`src/rtl/dbg_push_pkg.sv`:
```
package dbg_push_pkg;

  typedef enum logic [1:0] {
    PMODE_WRITE  = 2'd0,
    PMODE_CMP_NE = 2'd1,
    PMODE_CMP_EQ = 2'd2,
    PMODE_RSVD   = 2'd3
  } push_mode_e;

  typedef enum logic {
    SEQ_IDLE = 1'b0,
    SEQ_REQ  = 1'b1
  } seq_state_e;

  function automatic logic is_cmp_mode(push_mode_e m);
    return (m == PMODE_CMP_NE) || (m == PMODE_CMP_EQ);
  endfunction

endpackage

```
`src/rtl/dpp_lane_cmp.sv`:
```
module dpp_lane_cmp #(
  parameter int LANES = 4
) (
  input  logic [LANES*8-1:0] word_a,
  input  logic [LANES*8-1:0] word_b,
  input  logic [LANES-1:0]   lane_en,
  output logic               all_match
);
  logic [LANES-1:0] lane_ok;

  for (genvar g = 0; g < LANES; g++) begin : g_lane
    assign lane_ok[g] = !lane_en[g] || (word_a[g*8 +: 8] == word_b[g*8 +: 8]);
  end

  assign all_match = &lane_ok;
endmodule

```
`src/rtl/dpp_seq.sv`:
```
module dpp_seq
  import dbg_push_pkg::*;
#(
  parameter int ADDR_W = 32,
  parameter int DATA_W = 32,
  parameter int CNT_W  = 12,
  parameter int LANES  = DATA_W / 8
) (
  input  logic              clk,
  input  logic              rst_n,
  input  logic              cfg_wr,
  input  logic [CNT_W-1:0]  cfg_count,
  input  logic [1:0]        cfg_mode,
  input  logic [LANES-1:0]  cfg_mask,
  input  logic [ADDR_W-1:0] cfg_addr,
  input  logic              fault_flag,
  input  logic              push_valid,
  output logic              push_ready,
  input  logic [DATA_W-1:0] push_data,
  output logic              ap_req,
  output logic              ap_write,
  output logic [ADDR_W-1:0] ap_addr,
  output logic [DATA_W-1:0] ap_wdata,
  input  logic              ap_ack,
  input  logic              ap_ok,
  output logic [CNT_W-1:0]  xfer_left,
  output push_mode_e        mode_q,
  output logic [LANES-1:0]  mask_q,
  output logic              drop
);
  localparam int STEP = DATA_W / 8;

  seq_state_e        state_q;
  logic [CNT_W-1:0]  cnt_q;
  logic [ADDR_W-1:0] addr_q;
  logic [DATA_W-1:0] hold_q;
  logic              blocked;
  logic              push_fire;

  assign push_ready = (state_q == SEQ_IDLE) && !cfg_wr;
  assign push_fire  = push_valid && push_ready;
  assign blocked    = fault_flag || (cnt_q == '0);
  assign drop       = push_fire && blocked;

  assign ap_req    = (state_q == SEQ_REQ);
  assign ap_write  = !is_cmp_mode(mode_q);
  assign ap_addr   = addr_q;
  assign ap_wdata  = hold_q;
  assign xfer_left = cnt_q;

  always_ff @(posedge clk or negedge rst_n) begin
    if (!rst_n) begin
      state_q <= SEQ_IDLE;
      cnt_q   <= '0;
      addr_q  <= '0;
      hold_q  <= '0;
      mode_q  <= PMODE_WRITE;
      mask_q  <= '0;
    end else begin
      unique case (state_q)
        SEQ_IDLE: begin
          if (cfg_wr) begin
            cnt_q  <= cfg_count;
            addr_q <= cfg_addr;
            mode_q <= push_mode_e'(cfg_mode);
            mask_q <= cfg_mask;
          end else if (push_fire && !blocked) begin
            hold_q  <= push_data;
            state_q <= SEQ_REQ;
          end
        end
        SEQ_REQ: begin
          if (ap_ack) begin
            state_q <= SEQ_IDLE;
            if (ap_ok) begin
              cnt_q  <= cnt_q - 1'b1;
              addr_q <= addr_q + ADDR_W'(STEP);
            end
          end
        end
        default: state_q <= SEQ_IDLE;
      endcase
    end
  end

  AST_REQ_HELD: assert property (@(posedge clk) disable iff (!rst_n)
    ap_req && !ap_ack |=> ap_req && $stable(ap_addr) && $stable(ap_wdata));

  AST_DROP_NO_REQ: assert property (@(posedge clk) disable iff (!rst_n)
    drop |=> !ap_req);

  AST_CNT_DEC: assert property (@(posedge clk) disable iff (!rst_n)
    ap_req && ap_ack && ap_ok |=> xfer_left == CNT_W'($past(xfer_left) - 1'b1));

  AST_ERR_HOLDS_POS: assert property (@(posedge clk) disable iff (!rst_n)
    ap_req && ap_ack && !ap_ok |=> $stable(xfer_left) && $stable(ap_addr));
endmodule

```
`src/rtl/dpp_flags.sv`:
```
module dpp_flags
  import dbg_push_pkg::*;
#(
  parameter bit SELF_CLEAR = 1'b0
) (
  input  logic       clk,
  input  logic       rst_n,
  input  logic       resp_valid,
  input  logic       resp_ok,
  input  logic       resp_read,
  input  push_mode_e mode,
  input  logic       match,
  input  logic       drop,
  input  logic       wdata_err,
  input  logic       cfg_wr,
  input  logic       cfg_clr_fault,
  input  logic       cfg_clr_cmp,
  input  logic       abort_wr,
  input  logic       abort_clr_fault,
  input  logic       abort_clr_cmp,
  input  logic       abort_clr_wdf,
  output logic       fault_flag,
  output logic       cmp_flag,
  output logic       wdata_fault,
  output logic       rd_good
);
  logic clr_fault, clr_cmp, clr_wdf;
  logic set_fault, set_cmp, set_wdf;
  logic cmp_hit;

  if (SELF_CLEAR) begin : g_self
    assign clr_fault = cfg_wr && cfg_clr_fault;
    assign clr_cmp   = cfg_wr && cfg_clr_cmp;
  end else begin : g_abort
    assign clr_fault = abort_wr && abort_clr_fault;
    assign clr_cmp   = abort_wr && abort_clr_cmp;
  end
  assign clr_wdf = abort_wr && abort_clr_wdf;

  assign cmp_hit   = (mode == PMODE_CMP_NE) ? !match : match;
  assign set_fault = resp_valid && !resp_ok;
  assign set_cmp   = resp_valid && resp_ok && is_cmp_mode(mode) && cmp_hit;
  assign set_wdf   = drop || wdata_err;

  always_ff @(posedge clk or negedge rst_n) begin
    if (!rst_n) begin
      fault_flag  <= 1'b0;
      cmp_flag    <= 1'b0;
      wdata_fault <= 1'b0;
      rd_good     <= 1'b0;
    end else begin
      if (set_fault)      fault_flag <= 1'b1;
      else if (clr_fault) fault_flag <= 1'b0;

      if (set_cmp)        cmp_flag <= 1'b1;
      else if (clr_cmp)   cmp_flag <= 1'b0;

      if (set_wdf)        wdata_fault <= 1'b1;
      else if (clr_wdf)   wdata_fault <= 1'b0;

      if (resp_valid && resp_read) rd_good <= resp_ok;
    end
  end

  AST_FAULT_STICKY: assert property (@(posedge clk) disable iff (!rst_n)
    fault_flag && !clr_fault |=> fault_flag);

  AST_WDF_ON_DROP: assert property (@(posedge clk) disable iff (!rst_n)
    drop |=> wdata_fault);

  AST_RDGOOD_WRITE: assert property (@(posedge clk) disable iff (!rst_n)
    resp_valid && !resp_read |=> $stable(rd_good));

  AST_CMP_FROM_COMPARE: assert property (@(posedge clk) disable iff (!rst_n)
    $rose(cmp_flag) |-> $past(resp_valid && resp_ok && resp_read));
endmodule

```
`src/rtl/dbg_push_engine.sv`:
```
module dbg_push_engine
  import dbg_push_pkg::*;
#(
  parameter int ADDR_W     = 32,
  parameter int DATA_W     = 32,
  parameter int CNT_W      = 12,
  parameter bit SELF_CLEAR = 1'b0,
  localparam int LANES     = DATA_W / 8
) (
  input  logic              clk,
  input  logic              rst_n,
  input  logic              cfg_wr,
  input  logic [CNT_W-1:0]  cfg_count,
  input  logic [1:0]        cfg_mode,
  input  logic [LANES-1:0]  cfg_mask,
  input  logic [ADDR_W-1:0] cfg_addr,
  input  logic              cfg_pwrup,
  input  logic              cfg_clr_fault,
  input  logic              cfg_clr_cmp,
  input  logic              abort_wr,
  input  logic              abort_clr_fault,
  input  logic              abort_clr_cmp,
  input  logic              abort_clr_wdf,
  input  logic              wdata_err,
  input  logic              push_valid,
  output logic              push_ready,
  input  logic [DATA_W-1:0] push_data,
  output logic              ap_req,
  output logic              ap_write,
  output logic [ADDR_W-1:0] ap_addr,
  output logic [DATA_W-1:0] ap_wdata,
  input  logic              ap_ack,
  input  logic              ap_ok,
  input  logic [DATA_W-1:0] ap_rdata,
  output logic [CNT_W-1:0]  xfer_left,
  output logic              fault_flag,
  output logic              cmp_flag,
  output logic              wdata_fault,
  output logic              rd_good,
  output logic              clk_run_req
);
  push_mode_e       mode_q;
  logic [LANES-1:0] mask_q;
  logic             drop;
  logic             match;
  logic             run_q;

  dpp_seq #(
    .ADDR_W(ADDR_W), .DATA_W(DATA_W), .CNT_W(CNT_W), .LANES(LANES)
  ) u_seq (
    .clk(clk), .rst_n(rst_n),
    .cfg_wr(cfg_wr), .cfg_count(cfg_count), .cfg_mode(cfg_mode),
    .cfg_mask(cfg_mask), .cfg_addr(cfg_addr),
    .fault_flag(fault_flag),
    .push_valid(push_valid), .push_ready(push_ready), .push_data(push_data),
    .ap_req(ap_req), .ap_write(ap_write), .ap_addr(ap_addr), .ap_wdata(ap_wdata),
    .ap_ack(ap_ack), .ap_ok(ap_ok),
    .xfer_left(xfer_left), .mode_q(mode_q), .mask_q(mask_q), .drop(drop)
  );

  dpp_lane_cmp #(.LANES(LANES)) u_cmp (
    .word_a(ap_wdata), .word_b(ap_rdata), .lane_en(mask_q), .all_match(match)
  );

  dpp_flags #(.SELF_CLEAR(SELF_CLEAR)) u_flags (
    .clk(clk), .rst_n(rst_n),
    .resp_valid(ap_req && ap_ack), .resp_ok(ap_ok), .resp_read(!ap_write),
    .mode(mode_q), .match(match), .drop(drop), .wdata_err(wdata_err),
    .cfg_wr(cfg_wr), .cfg_clr_fault(cfg_clr_fault), .cfg_clr_cmp(cfg_clr_cmp),
    .abort_wr(abort_wr), .abort_clr_fault(abort_clr_fault),
    .abort_clr_cmp(abort_clr_cmp), .abort_clr_wdf(abort_clr_wdf),
    .fault_flag(fault_flag), .cmp_flag(cmp_flag),
    .wdata_fault(wdata_fault), .rd_good(rd_good)
  );

  always_ff @(posedge clk or negedge rst_n) begin
    if (!rst_n)      run_q <= 1'b0;
    else if (cfg_wr) run_q <= cfg_pwrup;
  end
  assign clk_run_req = run_q;

  AST_CLKRUN_FOLLOWS: assert property (@(posedge clk) disable iff (!rst_n)
    cfg_wr |=> clk_run_req == $past(cfg_pwrup));
endmodule

```
`config.mk`:
```
export PLATFORM = sky130hd
export DESIGN_NAME = dbg_push_engine
export DESIGN_NICKNAME = d
export VERILOG_FILES = /design/src/rtl/dbg_push_pkg.sv /design/src/rtl/dpp_lane_cmp.sv /design/src/rtl/dpp_seq.sv /design/src/rtl/dpp_flags.sv /design/src/rtl/dbg_push_engine.sv
export SDC_FILE = /design/constraint.sdc
export NUM_CORES = 1
export LEC_CHECK = 0
export BUFFER_PORTS_ARGS = -buffer_cell sky130_fd_sc_hd__buf_4
export CORE_MARGIN = 2
export CORE_UTILIZATION = 35
export CTS_CLUSTER_DIAMETER = 50
export DETAILED_ROUTE_END_ITERATION = 16
export GPL_TIMING_DRIVEN = 0
export HOLD_SLACK_MARGIN = 0.08
export PLACE_DENSITY_LB_ADDON = 0.05
export SYNTH_ARGS = -nofsm -noshare
export SYNTH_HDL_FRONTEND = slang
export SYNTH_SLANG_ARGS = --single-unit
```
`constraint.sdc`:
```
create_clock -name clk -period 2.1 [get_ports clk]
set_clock_uncertainty 0.2 [all_clocks]
set_input_delay 0.105 -clock clk [delete_from_list [all_inputs] [get_ports clk]]
set_output_delay 0.105 -clock clk [all_outputs]
set_load 0.01 [all_outputs]
```
==> Word-level counts from Yosys, hierarchy flattened <==
Index checks and enable logic that the tools add are counted.
{ "op_classes": {"n_mux": 19, "n_addsub": 2, "n_eq_ne": 9, "reduce_logical": 37, "bitwise": 2} }
{ "op_table": {"columns": ["operator", "n"], "rows": [
  ["32-bit two-way mux", 3],
  ["32-bit one-hot mux with 2 select lines", 1],
  ["12-bit two-way mux", 3],
  ["32-bit by 3-bit adder with 32-bit output (second input constant)", 1],
  ["8-bit equality test", 4],
  ["12-bit one-hot mux with 2 select lines", 1],
  ["1-bit logical AND", 13],
  ["12-bit logical NOT", 1],
  ["12-bit by 1-bit subtractor with 12-bit output (second input constant)", 1],
  ["1-bit two-way mux", 10],
  ["1-bit logical NOT", 9],
  ["1-bit logical OR", 7],
  ["2-bit != test (second input constant)", 3],
  ["3-bit AND reduction", 2],
  ["2-bit nonzero test", 3],
  ["4-bit AND reduction", 1],
  ["2-bit by 1-bit equality test with 1-bit output (second input constant)", 1],
  ["2-bit equality test (second input constant)", 1],
  ["1-bit inverter", 2],
  ["1-bit one-hot mux with 2 select lines", 1],
  ["2-bit AND reduction", 1]
]} }
{ "word_totals": {"input_bits": 128, "elab_cells": 80, "register_bits": 88} }

==> Depth between registers and ports, before layout <==
{ "depth": {"depth_word": 7, "mapped_depth": 6, "depth_no_buf": 6} }

==> By module <==
From an unflattened synthesis, not the netlist that was laid out.
{ "hier_totals": {"cells_unflattened": 514, "hier_area_um2": 4994.8} }
{ "modules_own_cells": {"columns": ["mod", "cells_per_inst", "n_inst", "area_per_inst_um2", "seq_area_each_um2"], "rows": [
  ["dpp_seq", 448, 1, 4391.7, 2077.0],
  ["dpp_lane_cmp", 45, 1, 359.1, 0.0],
  ["dpp_flags", 17, 1, 193.9, 100.1],
  ["dbg_push_engine", 4, 1, 50.0, 25.0]
]} }

==> Worst setup path before layout <==
OpenSTA, ideal clock, no wires.
{ "synth_path": {"kind": "register -> register", "from": "register u_seq.cnt_q[6] (netlist: u_seq.xfer_left[6])", "to": "register u_seq.hold_q[12] (netlist: u_seq.ap_wdata[12])", "setup_time_ns": 0.125, "path_buffers": 1, "stages_incl_launch_ff": 7, "synth_period_minus_slack_ns": 2.143, "setup_slack_ns": -0.043, "required_time_ns": 1.775, "arrival_time_ns": 1.818, "path_cell_list": "dfrtp_1 or3_4 nor4_4 a41oi_2 nand3_2 buf_6 mux2_2"} }
{ "synth_between": {"elab_chain_len": 5} }
{ "synth_lines": {"columns": ["element", "line", "source"], "rows": [
  ["start: declaration", "dpp_seq.sv:34", "logic [CNT_W-1:0] cnt_q;"],
  ["start signal: assignment", "dpp_seq.sv:63", "cnt_q <= cfg_count;"],
  ["start signal: assignment", "dpp_seq.sv:76", "cnt_q <= cnt_q - 1'b1;"],
  ["12-bit logical NOT", "dpp_seq.sv:42", "assign blocked = fault_flag || (cnt_q == '0);"],
  ["1-bit logical OR", "dpp_seq.sv:42", null],
  ["1-bit logical NOT", "dpp_seq.sv:67", "end else if (push_fire && !blocked) begin"],
  ["1-bit logical AND", "dpp_seq.sv:67", null],
  ["3-bit AND reduction (no source line)", null, null],
  ["end signal: assignment", "dpp_seq.sv:68", "hold_q <= push_data;"],
  ["end: declaration", "dpp_seq.sv:36", "logic [DATA_W-1:0] hold_q;"]
]} }
Every way passes these cells.
A chain may end at the register's enable or synchronous reset.

==> Worst setup path in the final report <==
{ "layout_path": {"from": "register u_seq.cnt_q[6] (netlist: u_seq.xfer_left[6])", "to": "register u_seq.hold_q[6] (netlist: u_seq.ap_wdata[6])"} }
Same word-level chain as after synthesis.

==> metrics.md <==
| Metric | Value |
|---|---|
| Drt initial violations | 254 |
| Most common cell after layout, fill and taps aside | buf_4 |
| Nets | 946 |
| DRC viols | 0 |
| Hold endpoint | u_flags.cmp_flag$_DFFE_PN0P_ |
| Non-Filler Instances | 995 |
| Syn Area/Cell | 9.77 um2 |
| Die span in x | 121 um |
| Sw frac | 36.8% |
| Leakage | 3.76 nW |
| Seq pwr share | 37.1% |
| Area occupied by multi-input gates | 2580 um2 |
| Worst-Margin Slew | 1.17 ns |
| Layout cells sized above 1 | 37.0% |
| Crit path max fanout | 10 |
| Unrepaired setup endpoints after global routing | true |
| TritonCTS clock tree | built |
| Internal | 0.00498 W |
| Combinational power share | 41.9% |
| Fin. Hold Viols | 0 |
| TritonCTS Sinks | 88 |
| Worst-path clk slew | 0.07 ns |
| Pwr Density | 971 nW/um2 |
| All-Layer GR Usage | 23.0% |
| Max VDD drop | 0.618 mV |
| Critical path class | flip-flop to flip-flop |
| Startpoint types | flip-flop |
| Final wirelength | 16400 um |
| Starting Density | 35.9% |
| Syn. warnings | 0 |
| Worst Path Required | 2.12 ns |
| First-pass GRT wire length | 26300 um |
| FF-to-FF Start | u_seq.xfer_left[6]$_DFFE_PN0P_ |
| Number of I/O pins | 212 |
| Ant diodes | 0 |
| Failing checks | negative setup slack |
| Chip height | 121 um |
| Initial antenna violation count | 0 |
| Wire length per cell | 16.5 um |
| Max frequency | 0.429 GHz |
| Core Util, Final | 61.3% |
| Clock Root Buffer | clkbuf_16 |
| Area growth from synthesis to layout | 70.6% |
| Clk Latency, worst-skew pair | 0.34 ns |
| Htree depth | 3 |
| R2r endpoint | u_seq.ap_wdata[6]$_DFFE_PN0P_ |
| Fin crit share | 111% |
| Placer Congestion | 0.849 |
| Num CTS Buffers | 9 |
| Switching power | 0.00290 W |
| Num rows | 42 |
| Fillers | 1168 |
| Max_cap viols | 0 |
| Number of synthesized register bits | 88 |
| Minimum clock period | 2.33 ns |
| Final ANT Viol Nets | 0 |
| Final WS setup | -0.229 ns |
| Inst Count DP | 872 |
| IO buf count | 209 |
| Vias in the first global route | 5234 |
| Die area | 14500 um2 |
| CP endpoint kind | flip-flop |
| Post-synthesis sequential area ratio | 46.3% |
| Largest net degree at the start of global routing | 89 |
| Register-to-Register Path Depth | 7 |
| Hold depth | 6 |
| Post-synthesis cell area | 4760 um2 |
| Commonest cells after routing, fill and taps aside | 219 x buf_4, 95 x dlygate4sd3_1, 86 x dfrtp_1 |
| Drt pass-1 iters | 7 |
| Worst hold path type | input port to flip-flop |
| Max-slew violations | 0 |
| Post-Syn Nets | 619 |
| Status | complete, but fails checks |
| Post-DP Area | 6550 um2 |
| Register Area | 2200 um2 |
| Clk buf depth | 2 |
| HP Start | ap_rdata[23] |
| Routed vias | 5047 |
| Crit path DAT | 2.35 ns |
| DR vias/cell | 5.07 |
| Final setup fails | 33 |
| Core Footprint | 13200 um2 |
| Relative slew slack | 22.2% |
| Post-synth cell types | 42 |
| Final instance area | 8120 um2 |
| Synthesized instance count | 487 |
| Setup TNS | -6.12 ns |
| Reg2reg setup slack | -0.23 ns |
| GRT overflow | 0 |
| HPWL Detailed | 11300 um |
| Clock network power share | 21.0% |
==> worst max-delay path by stage <==
stage,startpoint,to,depth (start not counted)
finish,u_seq.xfer_left[6]$_DFFE_PN0P_,u_seq.ap_wdata[6]$_DFFE_PN0P_,7
global route,u_seq.xfer_left[6]$_DFFE_PN0P_,u_seq.ap_wdata[2]$_DFFE_PN0P_,7
CTS,u_seq.xfer_left[6]$_DFFE_PN0P_,u_seq.ap_wdata[6]$_DFFE_PN0P_,7
detailed placement,u_seq.xfer_left[6]$_DFFE_PN0P_,u_seq.ap_wdata[1]$_DFFE_PN0P_,6
global placement,u_seq.xfer_left[6]$_DFFE_PN0P_,u_seq.ap_wdata[3]$_DFFE_PN0P_,6
floorplan,u_seq.xfer_left[6]$_DFFE_PN0P_,u_seq.ap_wdata[12]$_DFFE_PN0P_,6
==> cells in the mapped netlist <==
cell type | n | share of area (%)
o21a_1 | 2 | 0.32
o2bb2ai_1 | 1 | 0.18
o2bb2a_1 | 1 | 0.21
nor2_1 | 25 | 2.0
a221o_1 | 1 | 0.21
a22oi_1 | 10 | 1.6
and3_1 | 4 | 0.53
a41oi_2 | 1 | 0.34
nand2b_1 | 2 | 0.26
nor4_1 | 5 | 0.66
nand2_1 | 64 | 5.0
nand4_1 | 20 | 2.6
o22a_1 | 3 | 0.55
a2bb2oi_1 | 2 | 0.37
buf_1 | 2 | 0.16
nand3_2 | 2 | 0.42
or4_1 | 1 | 0.16
nor3_2 | 2 | 0.42
and4_1 | 2 | 0.37
o21ai_0 | 32 | 3.4
mux2i_1 | 19 | 4.0
nor4_4 | 1 | 0.45
o22ai_1 | 19 | 2.5
or3_4 | 1 | 0.24
nand3_1 | 19 | 2.0
a21oi_1 | 31 | 3.3
nor3_1 | 4 | 0.42
o31ai_1 | 5 | 0.79
a31oi_1 | 6 | 0.79
clkbuf_1 | 18 | 1.4
inv_1 | 11 | 0.87
and2_1 | 2 | 0.26
a41oi_1 | 2 | 0.37
ha_1 | 4 | 1.1
mux2_2 | 34 | 8.0
a222oi_1 | 1 | 0.21
buf_6 | 3 | 0.71
and2_0 | 1 | 0.13
xnor2_1 | 32 | 5.9
or4b_1 | 1 | 0.21
nor2b_1 | 3 | 0.39
dfrtp_1 | 88 | 46
==> critical path: stages, from the launching register on <==
cell	delay, ns
dfrtp_2	0.41
or3_4	0.42
nor4_4	0.22
a41oi_2	0.24
nand3_4	0.14
buf_12	0.13
buf_12	0.13
mux2_2	0.33
==> sequential cells by signal, summed over array words and instances (netlist names) <==
| register | cells |
|---|---|
| u_seq.mode_q | 2 |
| u_seq.mask_q | 4 |
| u_flags.cmp_flag | 1 |
| u_flags.wdata_fault | 1 |
| u_seq.ap_addr | 32 |
| u_seq.ap_req | 1 |
| u_seq.xfer_left | 12 |
| u_flags.fault_flag | 1 |
| u_flags.rd_good | 1 |
| clk_run_req | 1 |
| u_seq.ap_wdata | 32 |
==> metal layers <==
layer	GRT usage [%]	routed length [um]	up-vias	share of wire (%)
li1	-	-	2429	-
met5	0	0	-	0
met4	8.94	316	0	1.9
met1	29.8	7100	2417	43
met3	4.39	957	26	5.8
met2	38.1	8010	175	49
==> cell families (layout without fill, tap and decap cells) <==
logic type	Yosys count	after routing	synth area share (%)
simple gates	159	159	16.6
compound gates	117	117	15.0
flops	88	88	46.3
mux	53	53	12.0
buf+inv	34	366	3.15
xor+xnor	32	32	5.89
fa+ha+maj	4	4	1.05
==> area by class of cell <==
type / instances / area share [%]
Clock buffer: 12 / 3.03
Sequential cell: 88 / 27.1
Buffer: 23 / 1.77
Inverter: 11 / 0.508
Clock inverter: 4 / 0.662
Multi-Input combinational cell: 365 / 31.8
Tap cell: 176 / 2.71
Timing Repair Buffer: 316 / 32.3
==> repair_timing <==
item | 4_1_cts | 5_1_grt
pin swaps | 0 | 4
gates cloned | 1 | 0
setup buffers | 8 | 4
setup endpoints to repair | 58 | 68
gates resized for setup | 31 | 34
hold endpoints to repair | 176 | 0
hold buffers | 95 | 0
==> power by group through the flow <==
stage / clock [W] / combinational (W) / sequential (W)
3_3_place_gp: 0 / 0.00285 / 0.00290
4_1_cts: 0.00169 / 0.00323 / 0.00289
3_5_place_dp: 0 / 0.00289 / 0.00292
2_1_floorplan: 0 / 0.00129 / 0.00302
5_1_grt: 0.00177 / 0.00362 / 0.00303
6_report: 0.00165 / 0.00331 / 0.00292
==> per-stage QoR <==
stage | hold WS, ns | total power [W] | worst slack [ns]
final | 0.254 | 0.00788 | -0.229
after global routing | 0.307 | 0.00842 | -0.319
after CTS | 0.253 | 0.00781 | -0.207
after detailed placement | 0.101 | 0.00581 | -0.285
after global placement | 0.0969 | 0.00575 | -0.255
after floorplan | -0.391 | 0.00431 | -0.0242
No activity file was read; power rests on OpenSTA's default activity.
